### src/rtl/gpd_pkg.sv
// Package: shared instruction layout, opcode values and decode records
// for the guarded instruction predecoder.
// Assumes a fixed 24-bit word; bit positions are decoded by neighbours.
package gpd_pkg;
    localparam int INSTR_W = 24;
    localparam int OPC_W   = 6;
    localparam int RADDR_W = 4;
    localparam int IMM_W   = 8;

    localparam int ID_BIT  = 23;
    localparam int G_BIT   = 22;
    localparam int OPC_LSB = 16;
    localparam int RA_LSB  = 12;
    localparam int RB_LSB  = 8;
    localparam int RC_LSB  = 4;

    localparam logic [OPC_W-1:0] OP_STORE = 6'h20;
    localparam logic [OPC_W-1:0] OP_SEND  = 6'h21;
    localparam logic [OPC_W-1:0] OP_RECV  = 6'h22;
    localparam logic [OPC_W-1:0] OP_CMPF  = 6'h23;
    localparam logic [OPC_W-1:0] OP_RLOOP = 6'h30;

    typedef struct packed {
        logic               id;
        logic               g;
        logic [OPC_W-1:0]   opc;
        logic [RADDR_W-1:0] ra;
        logic [RADDR_W-1:0] rb;
        logic [RADDR_W-1:0] rc;
        logic [IMM_W-1:0]   imm;
        logic               imm_form;
    } fields_t;

    typedef struct packed {
        logic reg_we;
        logic mem_we;
        logic send;
        logic recv;
        logic flag_upd;
        logic rloop;
    } ctl_t;
endpackage

### src/rtl/gpd_field_split.sv
// Module: gpd_field_split
// Purely combinational split of one instruction word into its fields and
// its opcode class. Assumes the package layout; no execution decision here.
module gpd_field_split
    import gpd_pkg::*;
(
    input  logic [INSTR_W-1:0] instr,
    output fields_t            fld,
    output ctl_t               cls
);
    logic [OPC_W-1:0] opc;
    logic             imm_form;

    assign opc      = instr[OPC_LSB +: OPC_W];
    assign imm_form = (opc[OPC_W-1:OPC_W-2] == 2'b01);

    // Field extraction; immediate replaces rC and the reserved nibble.
    always_comb begin
        fld.id       = instr[ID_BIT];
        fld.g        = instr[G_BIT];
        fld.opc      = opc;
        fld.ra       = instr[RA_LSB +: RADDR_W];
        fld.rb       = instr[RB_LSB +: RADDR_W];
        fld.rc       = imm_form ? '0 : instr[RC_LSB +: RADDR_W];
        fld.imm      = imm_form ? instr[IMM_W-1:0] : '0;
        fld.imm_form = imm_form;
    end

    // Opcode class decode, at most one class per opcode.
    always_comb begin
        cls.reg_we   = (opc != '0) && !opc[OPC_W-1];
        cls.mem_we   = (opc == OP_STORE);
        cls.send     = (opc == OP_SEND);
        cls.recv     = (opc == OP_RECV);
        cls.flag_upd = (opc == OP_CMPF);
        cls.rloop    = (opc == OP_RLOOP);
    end
endmodule

### src/rtl/gpd_guard_eval.sv
// Module: gpd_guard_eval
// Holds the local condition flag and decides whether a word executes on
// this unit from its target bit, its guard bit and the current flag.
// Assumes flag writes come from the execution stage, one per cycle.
module gpd_guard_eval (
    input  logic clk,
    input  logic rst_n,
    input  logic role_pe,
    input  logic id_bit,
    input  logic g_bit,
    input  logic flag_wr_en,
    input  logic flag_wr_val,
    output logic exec_ok,
    output logic flag_q
);
    // Local flag register, written by the execution stage.
    always_ff @(posedge clk) begin
        if (!rst_n)          flag_q <= 1'b0;
        else if (flag_wr_en) flag_q <= flag_wr_val;
    end

    // Target match and guard rule against the pre-write flag.
    always_comb begin
        exec_ok = (id_bit == role_pe) && (g_bit || flag_q);
    end
endmodule

### src/rtl/gpd_lane_reduce.sv
// Module: gpd_lane_reduce
// Reduces per-lane pending and done bits into the receive-block exit test.
// Assumes the lane bits are already synchronous to clk.
module gpd_lane_reduce #(
    parameter int N_LANES = 8
) (
    input  logic [N_LANES-1:0] pend_vec,
    input  logic [N_LANES-1:0] done_vec,
    input  logic               sync_mode,
    output logic               exit_ok
);
    localparam int CHAIN = N_LANES + 1;

    logic [CHAIN-1:0] any_chain;
    logic [CHAIN-1:0] all_chain;

    assign any_chain[0] = 1'b0;
    assign all_chain[0] = 1'b1;

    // One OR and one AND stage per lane.
    for (genvar i = 0; i < N_LANES; i++) begin : g_lane
        assign any_chain[i+1] = any_chain[i] | pend_vec[i];
        assign all_chain[i+1] = all_chain[i] & done_vec[i];
    end

    // Exit needs no pending lane and, in sync mode, every lane done.
    always_comb begin
        exit_ok = !any_chain[N_LANES] && (!sync_mode || all_chain[N_LANES]);
    end
endmodule

### src/rtl/gpd_top.sv
// Module: gpd_top
// Guarded instruction predecoder: registers the field split, the execute
// decision, the class strobes and the receive-loop outcome with one cycle
// of latency. Assumes one word per cycle on instr when instr_valid is high.
module gpd_top
    import gpd_pkg::*;
#(
    parameter int N_LANES = 8
) (
    input  logic                 clk,
    input  logic                 rst_n,
    input  logic                 role_pe,
    input  logic                 instr_valid,
    input  logic [INSTR_W-1:0]   instr,
    input  logic                 flag_wr_en,
    input  logic                 flag_wr_val,
    input  logic [N_LANES-1:0]   pend_vec,
    input  logic [N_LANES-1:0]   done_vec,
    input  logic                 sync_mode,
    output logic                 dec_strobe,
    output logic                 dec_exec,
    output logic [OPC_W-1:0]     dec_opcode,
    output logic [RADDR_W-1:0]   dec_ra,
    output logic [RADDR_W-1:0]   dec_rb,
    output logic [RADDR_W-1:0]   dec_rc,
    output logic [IMM_W-1:0]     dec_imm,
    output logic                 dec_imm_form,
    output logic                 reg_we,
    output logic                 mem_we,
    output logic                 send_stb,
    output logic                 recv_stb,
    output logic                 flag_upd,
    output logic                 loop_repeat,
    output logic                 loop_exit,
    output logic                 flag_q
);
    fields_t fld;
    ctl_t    cls;
    logic    exec_ok;
    logic    exit_ok;
    logic    fire;
    logic    loop_hit;

    gpd_field_split u_split (
        .instr (instr),
        .fld   (fld),
        .cls   (cls)
    );

    gpd_guard_eval u_guard (
        .clk         (clk),
        .rst_n       (rst_n),
        .role_pe     (role_pe),
        .id_bit      (fld.id),
        .g_bit       (fld.g),
        .flag_wr_en  (flag_wr_en),
        .flag_wr_val (flag_wr_val),
        .exec_ok     (exec_ok),
        .flag_q      (flag_q)
    );

    gpd_lane_reduce #(.N_LANES(N_LANES)) u_reduce (
        .pend_vec  (pend_vec),
        .done_vec  (done_vec),
        .sync_mode (sync_mode),
        .exit_ok   (exit_ok)
    );

    // Qualify execution with presence; the loop test runs on the control side only.
    always_comb begin
        fire     = instr_valid && exec_ok;
        loop_hit = fire && cls.rloop && !role_pe;
    end

    // Strobe, execute decision, class strobes and loop outcome, cleared on idle.
    always_ff @(posedge clk) begin
        if (!rst_n) begin
            dec_strobe  <= 1'b0;
            dec_exec    <= 1'b0;
            reg_we      <= 1'b0;
            mem_we      <= 1'b0;
            send_stb    <= 1'b0;
            recv_stb    <= 1'b0;
            flag_upd    <= 1'b0;
            loop_repeat <= 1'b0;
            loop_exit   <= 1'b0;
        end else begin
            dec_strobe  <= instr_valid;
            dec_exec    <= fire;
            reg_we      <= fire && cls.reg_we;
            mem_we      <= fire && cls.mem_we;
            send_stb    <= fire && cls.send;
            recv_stb    <= fire && cls.recv;
            flag_upd    <= fire && cls.flag_upd;
            loop_repeat <= loop_hit && !exit_ok;
            loop_exit   <= loop_hit && exit_ok;
        end
    end

    // Field registers, loaded on each presented word and held otherwise.
    always_ff @(posedge clk) begin
        if (!rst_n) begin
            dec_opcode   <= '0;
            dec_ra       <= '0;
            dec_rb       <= '0;
            dec_rc       <= '0;
            dec_imm      <= '0;
            dec_imm_form <= 1'b0;
        end else if (instr_valid) begin
            dec_opcode   <= fld.opc;
            dec_ra       <= fld.ra;
            dec_rb       <= fld.rb;
            dec_rc       <= fld.rc;
            dec_imm      <= fld.imm;
            dec_imm_form <= fld.imm_form;
        end
    end
endmodule

### config.mk
export PLATFORM = sky130hd
export DESIGN_NAME = gpd_top
export DESIGN_NICKNAME = d
export VERILOG_FILES = /design/src/rtl/gpd_pkg.sv /design/src/rtl/gpd_field_split.sv /design/src/rtl/gpd_guard_eval.sv /design/src/rtl/gpd_lane_reduce.sv /design/src/rtl/gpd_top.sv
export SDC_FILE = /design/constraint.sdc
export NUM_CORES = 1
export LEC_CHECK = 0
export ABC_AREA = 1
export CAP_MARGIN = 25
export CORE_MARGIN = 4
export CORE_UTILIZATION = 36
export DETAILED_ROUTE_END_ITERATION = 12
export GPL_TIMING_DRIVEN = 0
export PLACE_DENSITY = 0.78
export SYNTH_ARGS = -nofsm -noshare
export SYNTH_HDL_FRONTEND = slang
export SYNTH_SLANG_ARGS = --single-unit
### constraint.sdc
create_clock -name clk -period 0.9 [get_ports clk]
set_input_delay 0.09 -clock clk [delete_from_list [all_inputs] [get_ports clk]]
set_output_delay 0.09 -clock clk [all_outputs]
set_load 0.005 [all_outputs]
==> run_results.csv <==
group,metric,value,unit
clocking,cts-root-buf,"clkbuf_8",
layout,drive_above_1_share,34.8,%
clocking,hold_buffers,0,
flow_run,maxCapViolations,0,
routing,routedWlPerCell,11.3,µm
global_route,grt_max_degree,12,
placement,dp.cells,310,
clocking,cts_buffer_depth,2,
routing,drt_iter0_markers,89,
routing,num_vias,1456,
worst_setup_path,slowest_stage,"dfxtp_1",
routing,viasPerCell,4.49,
sta,tns,0,ns
placement,hpwl,2750,µm
logic_synthesis,ys_seq_area_share,53.8,%
worst_setup_path,critPathMaxStageDelay,0.31,ns
sta,slew_violations,0,
layout,fillers,372,
logic_synthesis,yosysWarnings,0,
logic_synthesis,synth_area,0.00138,mm²
sta,rsz0062_at_grt,"true",
clocking,cts_max_level,2,
logic_synthesis,yosysUniqueCellTypes,19,
clocking,cts_buffers,5,
floorplanning,fp-row-count,22,
sta,worst_slack,0.0293,ns
floorplanning,fp.dieH,69.9,µm
floorplanning,dieArea,0.00488,mm²
worst_setup_path,path_buf_inv,1,
worst_setup_path,cp-end-kind,"output pin",
worst_setup_path,crit_arrival,0.78,ns
sta,fmax,1150,MHz
sta,relSlewSlack,82.3,%
layout,final_common_cell,"clkdlybuf4s50_1",
global_route,first_global_vias,1417,
power_and_ir_drop,p_leak,0.00106,µW
worst_setup_path,worstSetupStartpointType,"flop",
power_and_ir_drop,powerDensity,1480,mW/mm²
sta,period_share,96.7,%
floorplanning,fp.dieW,69.9,µm
global_route,gr-total-overflow,0,
routing,drtAntennaViolNets,0,
sta,worst_pin_slew,0.265,ns
floorplanning,coreArea,0.00369,mm²
routing,wl,3660,µm
floorplanning,start_util,37.3,%
sta,fin_skew,0.00218,ns
clocking,cts_tree,"done",
layout,area_delta_synth_final,66.9,%
logic_synthesis,synthCells,179,
power_and_ir_drop,irDropWorstVdd,0.776,mV
sta,setup_viol,0,
global_route,grt_usage,15.3,%
routing,drtPass1Iterations,4,
worst_setup_path,critical_path_class,"reg -> out",
layout,final_cell_mix,"clkdlybuf4s50_1, nor2_1, buf_2, nand2_1, dfxtp_2",
worst_setup_path,path_delay_family,"flip-flops",
worst_setup_path,crit_fanout,1,
layout,final_cells,324,
sta,hold_viol,0,
global_route,antenna_found_initial,0,
layout,antenna_cells,0,
sta,fin_crit,0.871,ns
placement,gp_congestion,0.751,
sta,holdWs,0.235,ns
layout,finalNetCount,322,
global_route,grt_pass1_wl,6120,µm
routing,drc,0,
logic_synthesis,syn-num-nets,226,
worst_setup_path,required,0.81,ns
clocking,cts_sinks,37,
status,status,"finished clean",
placement,detailedPlace.worstSlack,-0.532,ns
logic_synthesis,postSynthAreaPerCell,7.70,µm²
worst_setup_path,crit_chain,"clkdlybuf4s15_1",
placement,io_buffers,83,
clocking,clk_latency,0.28,ns
clocking,path_clk_slew,0.07,ns
worst_hold_path,hold_class,"in -> reg",
floorplanning,io_pins,84,
logic_synthesis,synth_seq_cells,37,
synth_stat cells, drive strengths merged:
cell type,count,area (µm²)
nand3,8,50.1
nand2,34,138
dfxtp,37,741
nor2,44,175
buf,7,43.8
clkinv,2,8.75
inv,11,41.3
nor3,4,20.0
o21ai,19,95.1
a21oi,13,65.1
metal layers:
| layer | GRT usage (%) | part of all wire, % | vias up |
|---|---|---|---|
| met2 | 25.3 | 46 | 61 |
| met5 | 0 | 0 | - |
| met4 | 5.74 | 0.93 | 0 |
| met3 | 6.47 | 10 | 5 |
| li1 | - | - | 760 |
| met1 | 17.4 | 43 | 630 |
where the power goes:
| group | switching, µW | internal, µW |
|---|---|---|
| Sequential | 32.3 | 1720 |
| Combinational | 224 | 315 |
| Clock | 564 | 536 |
| Total | 821 | 2570 |
area by class of cell:
class	instances	area (µm²)	share of cell area (%)
Timing Repair Buffer	89	696	30.3
Inverter	13	56.3	2.45
Clock inverter	2	10.0	0.435
Sequential cell	37	776	33.7
Multi-Input combinational cell	122	571	24.8
Tap cell	48	60.1	2.61
Clock buffer	6	72.6	3.16
Buffer	7	58.8	2.56
stage by stage:
stage               total power [µW]  util [%]  cell area, µm²
floorplan                       1960         -            1380
global placement                2350      61.5            2270
detailed placement              2350      61.5            2270
CTS                             3440      63.6            2350
global route                    3540      62.3            2300
finish                          3390      62.3            2300
final timing paths:
path / startpoint / endpoint / slack [ns] / depth (start not counted)
worst min register to register: dec_opcode[4] / dec_opcode[4] / 0.46 / 2
worst min-delay path: rst_n / dec_strobe / 0.23 / 3
worst max-delay path: flag_upd / flag_upd / 0.03 / 1
worst max register to register: u_guard.flag_q / send_stb / 0.04 / 6
cells by family (layout without fill, tap and decap cells):
| logic type | after synthesis | after routing | synth area share, % |
|---|---|---|---|
| AND/OR/NAND/NOR | 90 | 90 | 27.8 |
| flip-flops | 37 | 37 | 53.8 |
| AO/OA/AOI/OAI | 32 | 32 | 11.6 |
| buffers and inverters | 20 | 117 | 6.81 |
state kept, by name, indices dropped and copies added (netlist names):
register,cells
loop_exit,1
dec_exec,1
dec_strobe,1
mem_we,1
dec_rb,4
u_guard.flag_q,1
dec_imm_form,1
send_stb,1
dec_opcode,6
recv_stb,1
flag_upd,1
reg_we,1
dec_rc,4
dec_ra,4
loop_repeat,1
dec_imm,8
what timing repair did:
action | CTS | global route
setup endpoints to repair | 69 | 21
setup buffers | 4 | 2
gates cloned | 0 | 0
gates resized for setup | 173 | 15
endpoints found under the hold margin | 0 | 0
pin swaps | 2 | 2
(Power assumes the default switching activity.)
